==> src/rtl/hst_pkg.sv <==
package hst_pkg;

    localparam int CNT_W = 16;
    localparam int DIV_W = 10;
    localparam int POS_W = 3;
    localparam int CHG_W = 3;
    localparam int TSEL_W = 3;
    localparam int SSEL_W = 2;

    typedef struct packed {
        logic             fire;
        logic [CNT_W-1:0] value;
    } cap_evt_t;

    // Low divider bits that must all be one for a tick.
    function automatic logic [DIV_W-1:0] tick_mask(input logic [TSEL_W-1:0] sel);
        logic [DIV_W-1:0] m;
        case (sel)
            3'd0:    m = 10'h000;
            3'd1:    m = 10'h003;
            3'd2:    m = 10'h00F;
            3'd3:    m = 10'h03F;
            3'd4:    m = 10'h0FF;
            default: m = 10'h3FF;
        endcase
        return m;
    endfunction

    // Number of position changes per capture.
    function automatic logic [CHG_W-1:0] span_len(input logic [SSEL_W-1:0] sel);
        logic [CHG_W-1:0] n;
        case (sel)
            2'b01:   n = 3'd3;
            2'b10:   n = 3'd6;
            default: n = 3'd1;
        endcase
        return n;
    endfunction

endpackage

==> src/rtl/hst_prescaler.sv <==
module hst_prescaler
    import hst_pkg::*;
#(
    parameter int DW = DIV_W
) (
    input  logic              clk,
    input  logic              rst,
    input  logic              run_i,
    input  logic [TSEL_W-1:0] sel_i,
    output logic              tick_o
);
    logic [DW-1:0] div_q;
    logic [DW-1:0] mask;

    assign mask = DW'(tick_mask(sel_i));

    always_ff @(posedge clk) begin
        if (rst || !run_i) div_q <= '0;
        else               div_q <= div_q + 1'b1;
    end

    assign tick_o = run_i && ((div_q & mask) == mask);

    // the undivided setting ticks on every enabled cycle
    assert_full_rate_R2: assert property (@(posedge clk) disable iff (rst)
        (run_i && sel_i == 3'd0) |-> tick_o);

    // divider held at zero while disabled
    assert_div_idle_R8: assert property (@(posedge clk) disable iff (rst)
        !run_i |=> (div_q == '0));
endmodule

==> src/rtl/hst_edge_span.sv <==
module hst_edge_span
    import hst_pkg::*;
#(
    parameter int PW = POS_W
) (
    input  logic              clk,
    input  logic              rst,
    input  logic              run_i,
    input  logic [PW-1:0]     pos_i,
    input  logic [SSEL_W-1:0] span_i,
    output logic              fire_o
);
    logic [PW-1:0]     prev_q;
    logic [SSEL_W-1:0] span_q;
    logic [CHG_W-1:0]  chg_q;
    logic [CHG_W-1:0]  need;
    logic              moved;
    logic              resync;

    assign need   = span_len(span_i);
    assign moved  = (pos_i != prev_q);
    assign resync = !run_i || (span_i != span_q);
    assign fire_o = !resync && moved && (chg_q == need - 1'b1);

    always_ff @(posedge clk) begin
        if (rst) begin
            prev_q <= '0;
            span_q <= '0;
        end else begin
            prev_q <= pos_i;
            span_q <= span_i;
        end
    end

    always_ff @(posedge clk) begin
        if (rst || resync)  chg_q <= '0;
        else if (fire_o)    chg_q <= '0;
        else if (moved)     chg_q <= chg_q + 1'b1;
    end

    // partial count never reaches the span length
    assert_chg_bound_R3: assert property (@(posedge clk) disable iff (rst)
        chg_q < span_len(span_q));

    // a select change discards progress
    assert_span_flush_R7: assert property (@(posedge clk) disable iff (rst)
        (span_i != span_q) |=> (chg_q == '0));
endmodule

==> src/rtl/hst_period_ctr.sv <==
module hst_period_ctr
    import hst_pkg::*;
#(
    parameter int CW = CNT_W
) (
    input  logic          clk,
    input  logic          rst,
    input  logic          run_i,
    input  logic          tick_i,
    input  logic          clr_i,
    output logic [CW-1:0] cnt_o,
    output logic          ovf_o
);
    localparam logic [CW-1:0] TOP = {CW{1'b1}};

    logic [CW-1:0] cnt_q;
    logic          ovf_q;

    always_ff @(posedge clk) begin
        if (rst || !run_i)              cnt_q <= '0;
        else if (clr_i)                 cnt_q <= '0;
        else if (tick_i && cnt_q != TOP) cnt_q <= cnt_q + 1'b1;
    end

    always_ff @(posedge clk) begin
        if (rst || !run_i)                        ovf_q <= 1'b0;
        else if (clr_i)                           ovf_q <= 1'b0;
        else if (tick_i && cnt_q == TOP - 1'b1)   ovf_q <= 1'b1;
    end

    assign cnt_o = cnt_q;
    assign ovf_o = ovf_q;

    // saturated counter holds until cleared
    assert_sat_hold_R6: assert property (@(posedge clk) disable iff (rst)
        (run_i && !clr_i && cnt_q == TOP) |=> (cnt_q == TOP));

    // flag only stands on a saturated counter
    assert_ovf_sat_R6: assert property (@(posedge clk) disable iff (rst)
        ovf_q |-> (cnt_q == TOP));

    // counter idle while disabled
    assert_cnt_idle_R8: assert property (@(posedge clk) disable iff (rst)
        !run_i |=> (cnt_q == '0 && !ovf_q));
endmodule

==> src/rtl/hall_speed_timer.sv <==
module hall_speed_timer
    import hst_pkg::*;
(
    input  logic        clk,
    input  logic        rst,
    input  logic        en,
    input  logic [2:0]  hall_pos,
    input  logic [2:0]  tick_sel,
    input  logic [1:0]  span_sel,
    output logic [15:0] cap_value,
    output logic        cap_valid,
    output logic        ovf,
    output logic        irq
);
    logic             tick;
    logic             fire;
    logic [CNT_W-1:0] cnt;
    cap_evt_t         evt;
    logic [CNT_W-1:0] cap_q;
    logic             valid_q;
    logic             irq_q;

    hst_prescaler #(.DW(DIV_W)) u_div (
        .clk   (clk),
        .rst   (rst),
        .run_i (en),
        .sel_i (tick_sel),
        .tick_o(tick)
    );

    hst_edge_span #(.PW(POS_W)) u_span (
        .clk   (clk),
        .rst   (rst),
        .run_i (en),
        .pos_i (hall_pos),
        .span_i(span_sel),
        .fire_o(fire)
    );

    hst_period_ctr #(.CW(CNT_W)) u_ctr (
        .clk   (clk),
        .rst   (rst),
        .run_i (en),
        .tick_i(tick),
        .clr_i (fire),
        .cnt_o (cnt),
        .ovf_o (ovf)
    );

    assign evt = '{fire: fire, value: cnt};

    always_ff @(posedge clk) begin
        if (rst) begin
            cap_q   <= '0;
            valid_q <= 1'b0;
            irq_q   <= 1'b0;
        end else begin
            irq_q <= evt.fire;
            if (evt.fire) begin
                cap_q   <= evt.value;
                valid_q <= 1'b1;
            end
        end
    end

    assign cap_value = cap_q;
    assign cap_valid = valid_q;
    assign irq       = irq_q;

    // an interrupt implies a loaded capture
    assert_irq_valid_R5: assert property (@(posedge clk) disable iff (rst)
        irq |-> cap_valid);

    // valid flag is sticky
    assert_valid_sticky_R4: assert property (@(posedge clk) disable iff (rst)
        cap_valid |=> cap_valid);

    // no interrupt follows a disabled cycle
    assert_quiet_off_R8: assert property (@(posedge clk) disable iff (rst)
        !en |=> !irq);

    // capture register only moves with an interrupt
    assert_cap_moves_R4: assert property (@(posedge clk) disable iff (rst)
        !irq |-> $stable(cap_value) || $past(rst));
endmodule

==> config.mk <==
export PLATFORM = sky130hd
export DESIGN_NAME = hall_speed_timer
export DESIGN_NICKNAME = d
export VERILOG_FILES = /design/src/rtl/hst_pkg.sv /design/src/rtl/hst_prescaler.sv /design/src/rtl/hst_edge_span.sv /design/src/rtl/hst_period_ctr.sv /design/src/rtl/hall_speed_timer.sv
export SDC_FILE = /design/constraint.sdc
export NUM_CORES = 1
export LEC_CHECK = 0
export ABC_CLOCK_PERIOD_IN_PS = 2100
export BUFFER_PORTS_ARGS = -buffer_cell sky130_fd_sc_hd__buf_2
export CAP_MARGIN = 40
export CORE_AREA = 3 3 70 72
export CTS_CLUSTER_SIZE = 14
export DETAILED_ROUTE_END_ITERATION = 8
export DIE_AREA = 0 0 73 75
export PLACE_DENSITY = 0.75
export SLEW_MARGIN = 10
export SYNTH_ARGS = -nofsm -noshare
export SYNTH_HDL_FRONTEND = slang
export SYNTH_SLANG_ARGS = --single-unit
export TNS_END_PERCENT = 1
==> constraint.sdc <==
create_clock -name clk -period 2.1 [get_ports clk]
set_input_delay 0.105 -clock clk [delete_from_list [all_inputs] [get_ports clk]]
set_output_delay 0.105 -clock clk [all_outputs]
set_load 0.05 [all_outputs]
==> results of run 1 <==
worst max-delay path: cells and delay by family, from the launching register on:
family	cells	cell delay [ns]
AOI/OAI and AO/OA	3	0.82
xor gates and xnor gates	1	0.33
buffers and inverters	1	0.16
DFF	1	0.37
and+or+nand+nor	1	0.11
power groups by stage:
stage | Combinational (mW) | Clock, mW | Sequential (mW)
6_report | 0.112 | 0.574 | 1.02
5_1_grt | 0.121 | 0.630 | 1.02
4_1_cts | 0.112 | 0.589 | 1.02
3_5_place_dp | 0.111 | 0 | 1.04
3_3_place_gp | 0.108 | 0 | 1.04
2_1_floorplan | 0.0715 | 0 | 1.05
stage by stage:
step | total power [mW] | utilization [%]
after global routing | 1.77 | 62.0
after global placement | 1.15 | 59.8
after detailed placement | 1.15 | 60.0
after floorplan | 1.12 | -
after CTS | 1.72 | 62.0
final | 1.71 | 62.0
registers in the layout (all words and copies together) (netlist names):
| register | count |
|---|---|
| u_div.div_q | 10 |
| cap_value | 16 |
| cap_valid | 1 |
| u_ctr.ovf_o | 1 |
| u_span.prev_q | 3 |
| u_ctr.cnt_o | 16 |
| u_span.chg_q | 3 |
| u_span.span_q | 2 |
| irq | 1 |
kinds of logic (layout without fill, tap and decap cells):
kind of cell | Yosys count | count (layout) | share of synthesized area [%]
AND/OR/NAND/NOR | 103 | 103 | 23.5
flip-flops | 53 | 53 | 44.3
XOR/XNOR | 15 | 15 | 5.49
AO/OA/AOI/OAI | 47 | 47 | 13.8
multiplexers | 17 | 17 | 7.11
adder cells (fa/ha/maj) | 4 | 4 | 2.09
buffers and inverters | 15 | 48 | 3.66
cells in the final DEF (no fill, tap or decap), types with 3 or more instances in the layout:
cell,netlist,routed
a2111oi_0,3,3
a21oi_1,15,15
and2_1,5,5
buf_2,3,29
buf_4,1,7
clkbuf_8,0,6
dfxtp_1,53,53
ha_1,4,4
inv_1,4,4
mux2i_1,17,17
nand2_1,10,10
nand3_1,11,11
nand4_1,9,9
nor2_1,32,32
nor2b_1,7,7
nor3_1,3,3
o31ai_1,11,11
or4_1,11,11
xnor2_1,6,6
xor2_1,9,9
layer usage:
metal,track usage [%],part of all wire (%),vias to the layer above,wire length (um)
li1,-,-,995,-
met1,25.4,48,926,2290
met2,29.5,46,38,2160
met3,5.21,5.0,6,238
met4,6.76,1.3,0,61
met5,0,0,-,0
path summary, 6_finish.rpt:
| check | startpoint | to | slack [ns] |
|---|---|---|---|
| worst min register to register | cap_valid$_SDFFE_PP0P_ | cap_valid$_SDFFE_PP0P_ | 0.45 |
| worst max register to register | u_span.span_q[1]$_SDFF_PP0_ | u_span.chg_q[0]$_SDFFE_PP0P_ | 0.18 |
| worst max-delay path | u_span.span_q[1]$_SDFF_PP0_ | u_span.chg_q[0]$_SDFFE_PP0P_ | 0.18 |
| worst min-delay path | hall_pos[2] | u_span.prev_q[2]$_SDFF_PP0_ | 0.04 |
layout make-up:
cell class | instances | area, um^2
fillers | 384 | 1660
multi-input cells | 186 | 1250
clock buffers | 7 | 86.3
repair buffers | 37 | 218
inverters | 4 | 15.0
well taps | 52 | 65.1
flip-flops and latches | 53 | 1060
==> impl_metrics.csv, run 1 <==
group,metric,value,unit
run_status,status,"complete, no violations",
flow_run,maxCapViolations,0,
floorplanning,die-area,5480,um^2
place,portBuffers,29,
finish,final_cell_count_no_fill,339,
finish,finalInstanceArea,2700,um^2
critical_path,crit_path_cell_trace,"xor2_1 -> o32ai_2 -> o211ai_1 -> nand2_1 -> buf_12 -> a2111oi_0",
routing,firstDrtPassIters,4,
routing,drc,0,
finish,drive_gt1_share,17.8,%
place,placedCellCount,332,
timing,finalCritPeriodShare,91.6,%
clocking,post-cts-setup-buffer-count,0,
routing,ant_nets,0,
critical_path,cp_max_fo,20,
logic_synthesis,synth_cell_types,45,
grt,antenna_found_initial,0,
hold_path,hold_path_class,"in2reg",
pwr,internal-power,1.32,mW
routing,drt_iter0_markers,103,
grt,grt_pass1_wl,8110,um
grt,grt_pass1_vias,1793,
pwr,p_switching,0.384,mW
clocking,path_clk_slew,0.09,ns
finish,area_growth,12.6,%
timing,finalSetupViolCount,0,
critical_path,crit_path_end_kind,"register",
timing,worst_pin_slew,0.653,ns
logic_synthesis,yosys.area.top_type,"dfxtp_1",
hold_path,whs_path_depth,2,
logic_synthesis,ys_seq_area_share,44.3,%
clocking,cts_tree,"done",
logic_synthesis,syn_area,2390,um^2
clocking,clock_latency,0.30,ns
pwr,power.share.clock,33.6,%
logic_synthesis,syn_area_per_cell,9.43,um^2
logic_synthesis,synthesis.nets,269,
pwr,switching_share,22.5,%
timing,hold_violations,0,
timing,rsz0062_at_grt,"no",
timing,fin_crit,1.92,ns
logic_synthesis,yosysWarnings,0,
floorplanning,start_util,55.0,%
floorplanning,core-area,4350,um^2
logic_synthesis,synth.area.top_cells,"dfxtp_1 (44%), mux2i_1 (7.1%), nor2_1 (5.0%), o31ai_1 (3.4%), or4_1 (3.4%)",
routing,wl_per_cell,14.0,um
clocking,root_buffer,"clkbuf_8",
clocking,cts-hold-fix-buffers,0,
timing,tns,0,ns
finish,nNetsFinal,302,
clocking,htree_levels,2,
pwr,seq_power_share,59.8,%
logic_synthesis,synth_seq_cells,53,
critical_path,cpMaxStageDelayCell,"a2111oi_0",
floorplanning,num_rows,24,
logic_synthesis,synth_ff_type,"dfxtp_1",
pwr,peakVddDrop,0.290,mV
place,place_hpwl,3340,um
logic_synthesis,synth_edf_count,0,
pwr,combPwrFrac,6.6,%
logic_synthesis,async_flop_share,0,%
clocking,cts_resized,0,
logic_synthesis,netlist_instances,254,
critical_path,path_class,"reg2reg",
place,dp_slack,0.188,ns
timing,hold_slack,0.0408,ns
logic_synthesis,synth.most_common_cell,"dfxtp_1",
floorplanning,die_height,75,um
clocking,cts.sinks,53,
timing,timing.slew.headroom,56.2,%
routing,wirelength,4750,um
place,place_area,2610,um^2
timing,report.final.slew_viol_count,0,
pwr,powerDensity,632,nW/um^2
critical_path,r2r_cells,6,
clocking,cts_made_buffers,5,
timing,clock.fmax,520,MHz
grt,grt_overflow_total,0,
critical_path,max_stage_delay,0.45,ns
critical_path,required,2.26,ns
timing,setup_ws,0.175,ns
clocking,clockBufferDepth,2,
routing,vias,1965,
floorplanning,boundaryPins,30,
finish,antenna_cells,0,
grt,grt_max_degree,26,
floorplanning,die_w,73,um
timing,finClkSkew,0.00396,ns
grt,grt_usage,19.0,%
critical_path,startpoint_type,"register",
routing,via_per_inst,5.80,
logic_synthesis,synth_commonest_cells,"dfxtp_1 (53), nor2_1 (32), mux2i_1 (17)",
pwr,leakage,1.08,nW
place,gp_congestion,0.801,
logic_synthesis,synth_top_cell_area_share,44.3,%
critical_path,arrival,2.09,ns
Note: power is estimated with default switching activity, not from simulation.
==> run 2, diff against run 1 <==
CORE_AREA = 3 3 71 73   (was 3 3 70 72)
DIE_AREA = 0 0 74 76   (was 0 0 73 75)
PLACE_DENSITY = 0.74   (was 0.75)
SYNTH_HIERARCHICAL = 1   (was default)
==> run 2 against run 1 <==
Against the previous run:
- clock skew barely moved
- total power is 7.2% higher
- routed wire length is 3.6% higher
- synthesized cell count grew 0.79%
- count of clock-buffer cells in the layout did not move
- largest power group unchanged
- largest cell class unchanged
- highest routed layer unchanged
==> impl_metrics.csv, run 2 <==
group,metric,value,unit
run_status,status,"complete, no violations",
routing,ant_nets,0,
clocking,cts_made_buffers,5,
floorplanning,die_w,74,um
finish,drive_gt1_share,23.5,%
logic_synthesis,synth_seq_cells,53,
floorplanning,die-area,5620,um^2
critical_path,required,2.32,ns
logic_synthesis,synth.most_common_cell,"dfxtp_1",
critical_path,arrival,2.20,ns
finish,utilization,62.8,%
logic_synthesis,netlist_instances,256,
grt,grt_overflow_total,0,
place,place_hpwl,3400,um
clocking,root_buffer,"clkbuf_8",
pwr,finalPower,1.83,mW
floorplanning,die_height,76,um
critical_path,cp_max_fo,8,
critical_path,r2r_slack,0.12,ns
hold_path,hold_path_class,"in2reg",
grt,grt_max_degree,28,
place,placedCellCount,335,
clocking,path_clk_slew,0.09,ns
critical_path,crit_path_end_kind,"register",
logic_synthesis,synth_top_cell_area_share,43.8,%
routing,vias,2017,
pwr,powerDensity,660,nW/um^2
clocking,clockBufferDepth,2,
grt,antenna_found_initial,0,
place,gp_congestion,0.798,
critical_path,path_common_cell,"nand4_4",
logic_synthesis,synth_ff_type,"dfxtp_1",
floorplanning,num_rows,24,
critical_path,path_class,"reg2reg",
logic_synthesis,synth_cell_types,51,
finish,layout_commonest_cell,"dfxtp_1",
logic_synthesis,synth.area.top_cells,"dfxtp_1 (44%), mux2i_1 (6.6%), a21oi_1 (4.3%), nor2_1 (4.2%), o21ai_0 (2.9%)",
timing,hold_slack,0.0433,ns
timing,clock.fmax,505,MHz
timing,rsz0062_at_grt,"yes",
clocking,clock_latency,0.30,ns
finish,area_growth,14.3,%
logic_synthesis,ys_seq_area_share,43.8,%
grt,grt_usage,18.4,%
timing,report.final.slew_viol_count,0,
routing,wl_per_cell,14.3,um
finish,antenna_cells,0,
pwr,leakage,1.00,nW
routing,drc,0,
routing,wirelength,4920,um
place,dp_slack,0.0901,ns
critical_path,max_stage_delay,0.50,ns
timing,setup_ws,0.121,ns
logic_synthesis,synthesis.nets,271,
floorplanning,start_util,54.9,%
finish,nNetsFinal,307,
timing,finClkSkew,0.00421,ns
place,portBuffers,29,
timing,tns,0,ns
floorplanning,core-area,4410,um^2
routing,drt_iter0_markers,124,
logic_synthesis,yosys.area.top_type,"dfxtp_1",
logic_synthesis,yosysWarnings,6,
grt,grt_pass1_vias,1898,
finish,final_cell_count_no_fill,345,
flow_run,maxCapViolations,0,
timing,finalCritPeriodShare,94.2,%
timing,fin_crit,1.98,ns
logic_synthesis,synth_commonest_cells,"dfxtp_1 (53), nor2_1 (27), a21oi_1 (21)",
hold_path,min-delay-start,"hall_pos[0]",
floorplanning,boundaryPins,30,
timing,hold_violations,0,
place,place_area,2620,um^2
finish,finalInstanceArea,2770,um^2
logic_synthesis,syn_area_per_cell,9.47,um^2
clocking,htree_levels,2,
timing,timing.slew.headroom,65.9,%
routing,via_per_inst,5.85,
critical_path,crit_start,"u_div/div_q[0]$_SDFF_PP0_",
critical_path,rr_startpoint,"u_div/div_q[0]$_SDFF_PP0_",
critical_path,cpMaxStageDelayCell,"or4_1",
logic_synthesis,synth_edf_count,0,
finish,final_cell_mix,"dfxtp_1 (46), buf_2 (29), nor2_1 (27)",
routing,firstDrtPassIters,4,
grt,grt_pass1_wl,8460,um
pwr,peakVddDrop,0.461,mV
clocking,cts.sinks,53,
critical_path,startpoint_type,"register",
clocking,cts_tree,"done",
logic_synthesis,syn_area,2420,um^2
timing,finalSetupViolCount,0,
logic_synthesis,async_flop_share,0,%
timing,worst_pin_slew,0.509,ns
critical_path,crit_path_cell_trace,"nand4_4 -> o21ai_1 -> and4_1 -> buf_4 -> nand4_4 -> or4_1 -> a21oi_1",
[run 2: cell count changes in the layout (fill, tap and decap cells not counted), sizes merged, moves of 3 or more]
cell and delta:
o21ai +11, xor2 -7, a21oi +6, or3 +6, nor2 -5, or4 -5, o31ai -4, a2111oi -3
and2 -3
[run 2: timing repair]
item                       in CTS  in global routing
setup endpoints to repair       0                 10
setup buffers                   0                  2
hold buffers                    0                  0
resized for setup               0                 11
[run 2: where the power goes]
part | switching (mW) | leakage (nW) | internal (mW)
registers | 0.00732 | 0.432 | 1.01
logic | 0.0619 | 0.514 | 0.0439
clock network | 0.312 | 0.0585 | 0.389
total | 0.382 | 1.00 | 1.45
[run 2: cell families after synthesis]
group / share of synthesized area (%)
and+or+nand+nor: 26.0
AOI/OAI and AO/OA: 14.9
DFF: 43.8
muxes: 6.61
buffers and inverters: 3.46
xor gates and xnor gates: 3.25
adders and majority gates: 2.07
[run 2: path summary, 6_finish.rpt]
path / depth (start not counted) / end
min reg2reg: 1 / u_div/div_q[0]$_SDFF_PP0_
max: 7 / u_ctr/cnt_o[13]$_SDFFE_PP0P_
min: 2 / u_span/prev_q[0]$_SDFF_PP0_
max reg2reg: 7 / u_ctr/cnt_o[13]$_SDFFE_PP0P_
[run 2: worst max-delay path, delay by kind of cell, from the launching register on]
| kind | cells | cell delay [ns] |
|---|---|---|
| DFF | 1 | 0.39 |
| AOI/OAI and AO/OA | 2 | 0.32 |
| and+or+nand+nor | 4 | 1.00 |
| buffers and inverters | 1 | 0.18 |
[run 2: metal layers]
layer	up-vias	GRT usage [%]	wire (um)
met3	4	4.35	202
met1	947	23.9	2380
met2	40	30.5	2290
met4	0	4.35	51
li1	1026	-	-
met5	-	0	0
[run 2: final cells by class]
cell class                 instances  area [um^2]
clock inverter                     1         30.0
multi-input combinational        190         1300
tap                               52         65.1
clock buffer                       7         86.3
sequential                        53         1070
timing repair buffer              36          198
fill                             381         1640
inverter                           6         22.5
==> run 3, diff against run 2 <==
CORE_AREA = 3 3 88 90   (was 3 3 71 73)
DIE_AREA = 0 0 91 93   (was 0 0 74 76)
GPL_TIMING_DRIVEN = 0   (was default)
PLACE_DENSITY = default   (was 0.74)
==> run 3 against run 2 <==
Against the previous run:
- largest power group unchanged
- worst setup slack worse by 0.046 ns
- critical endpoint unchanged
- total power is 1.5% lower
- register-to-register slack worse by 0.05 ns
- critical path type unchanged
- routed wire length is 4.7% higher
- clock power is 5.7% lower
- sequential power hardly changed
- cell count is 14% higher
- die area is 50% higher
==> impl_metrics.csv, run 3 (synthesis gave the netlist of run 2 again) <==
group,metric,value,unit
pwr,p_switching,0.387,mW
floorplanning,boundaryPins,30,
grt,grt_usage,12.3,%
finish,finalInstanceArea,2840,um^2
critical_path,cp_top_family,"simple AND/OR/NAND/NOR gates",
timing,finalCritPeriodShare,96.4,%
finish,nNetsFinal,308,
grt,grt_max_degree,16,
clocking,cts_tree,"done",
critical_path,cpMaxStageDelayCell,"or4_1",
pwr,combPwrFrac,6.5,%
timing,hold_slack,0.0450,ns
floorplanning,die_w,91,um
place,portBuffers,29,
place,place_area,2690,um^2
timing,worst_pin_slew,0.498,ns
hold_path,hold_path_class,"in2reg",
critical_path,r2r_slack,0.07,ns
clocking,cts_made_buffers,5,
critical_path,rr_startpoint,"u_div/div_q[4]$_SDFF_PP0_",
floorplanning,die-area,8460,um^2
critical_path,crit_cells,6,
timing,hold_violations,0,
routing,vias,1988,
pwr,powerDensity,634,nW/um^2
place,dp_slack,-0.0969,ns
critical_path,crit_path_end,"u_ctr/cnt_o[13]$_SDFFE_PP0P_",
routing,firstDrtPassIters,4,
finish,final_cell_mix,"dfxtp_1 (50), buf_2 (31), nor2_1 (27)",
critical_path,crit_path_end_kind,"register",
routing,ant_nets,0,
timing,fin_crit,2.03,ns
critical_path,crit_start,"u_div/div_q[4]$_SDFF_PP0_",
finish,drive_gt1_share,22.2,%
timing,timing.slew.headroom,66.6,%
critical_path,startpoint_type,"register",
clocking,cts.sinks,53,
critical_path,path_class,"reg2reg",
routing,wirelength_met1,2670,um
timing,finClkSkew,0.00854,ns
finish,layout_commonest_cell,"dfxtp_1",
run_status,status,"complete, no violations",
pwr,switching_share,21.5,%
routing,met3_length,200,um
finish,area_growth,17.1,%
clocking,clockBufferDepth,2,
critical_path,max_stage_delay,0.50,ns
clocking,root_buffer,"clkbuf_8",
timing,finalSetupViolCount,0,
pwr,seq_power_share,56.7,%
grt,grt_pass1_vias,1801,
pwr,peakVddDrop,0.312,mV
routing,wirelength,5150,um
routing,drc,0,
floorplanning,die_height,93,um
place,gp_congestion,0.820,
critical_path,crit_path_cell_trace,"nand4_1 -> o21ai_0 -> and4_4 -> nand4_4 -> or4_1 -> a21oi_1",
routing,drt_iter0_markers,158,
critical_path,arrival,2.25,ns
floorplanning,core-area,7140,um^2
floorplanning,num_rows,31,
timing,clock.fmax,494,MHz
clocking,cts-hold-fix-buffers,0,
critical_path,r2r_end,"u_ctr/cnt_o[13]$_SDFFE_PP0P_",
critical_path,cp_num_buf_inv,0,
flow_run,maxCapViolations,0,
routing,top_layer_used,"met4",
routing,wl_met2,2250,um
timing,setup_ws,0.0748,ns
critical_path,required,2.33,ns
critical_path,r2r_cells,6,
grt,grt_pass1_wl,8560,um
timing,rsz0062_at_grt,"yes",
clocking,htree_levels,2,
finish,antenna_cells,0,
grt,grt_overflow_total,0,
routing,wl_per_cell,13.1,um
floorplanning,start_util,34.0,%
routing,via_per_inst,5.07,
grt,antenna_found_initial,0,
place,place_hpwl,3730,um
pwr,leakage,1.01,nW
pwr,internal-power,1.41,mW
pwr,power.share.clock,36.7,%
clocking,path_clk_slew,0.09,ns
pwr,finalPower,1.80,mW
critical_path,cp_max_fo,8,
clocking,clock_latency,0.30,ns
timing,tns,0,ns
timing,report.final.slew_viol_count,0,
[run 3: worst min path at each step]
stage / startpoint / endpoint / cells past startpoint
final: hall_pos[1] / u_span/prev_q[1]$_SDFF_PP0_ / 2
after CTS: hall_pos[1] / u_span/prev_q[1]$_SDFF_PP0_ / 2
after floorplan: rst / u_span/prev_q[0]$_SDFF_PP0_ / 1
after detailed placement: hall_pos[0] / u_span/prev_q[0]$_SDFF_PP0_ / 2
after global routing: hall_pos[1] / u_span/prev_q[1]$_SDFF_PP0_ / 2
after global placement: hall_pos[0] / u_span/prev_q[0]$_SDFF_PP0_ / 2
[run 3: repair_timing]
| item | CTS | global route |
|---|---|---|
| gates cloned | 0 | 0 |
| buffers inserted | 2 | 0 |
| gates resized for setup | 2 | 4 |
| endpoints found under the setup margin | 12 | 13 |
| hold endpoints to repair | 0 | 0 |
| pin swaps | 0 | 2 |
[run 3: metrics by stage]
| stage | util [%] | instances |
|---|---|---|
| after floorplan | - | 256 |
| after global placement | 37.7 | 384 |
| after detailed placement | 37.7 | 384 |
| after CTS | 39.6 | 392 |
| after global routing | 39.8 | 392 |
| final | 39.8 | 392 |
[run 3: worst register-to-register path, stage by stage (launching register included)]
cell	delay, ns
dfxtp_1	0.39
nand4_1	0.21
o21ai_0	0.21
and4_4	0.33
nand4_4	0.17
or4_1	0.50
a21oi_1	0.15
[run 3: layout make-up]
class / count / area [um^2]
clock inverters: 2 / 35.0
plain buffers: 6 / 57.6
flip-flops and latches: 53 / 1060
fillers: 730 / 4300
inverters: 6 / 22.5
multi-input cells: 190 / 1290
clock buffers: 5 / 68.8
repair buffers: 31 / 173
well taps: 99 / 124
[run 3: per-layer routing]
metal	vias to the layer above	track usage, %
met3	2	2.74
li1	1020	-
met1	931	17.4
met4	0	3.39
met2	35	18.9
met5	-	0
[run 3: power by group through the flow]
stage | Clock, mW | Sequential (mW) | Combinational, mW
2_1_floorplan | 0 | 1.05 | 0.0705
3_3_place_gp | 0 | 1.04 | 0.110
3_5_place_dp | 0 | 1.04 | 0.110
4_1_cts | 0.689 | 1.02 | 0.118
5_1_grt | 0.728 | 1.02 | 0.129
6_report | 0.661 | 1.02 | 0.117
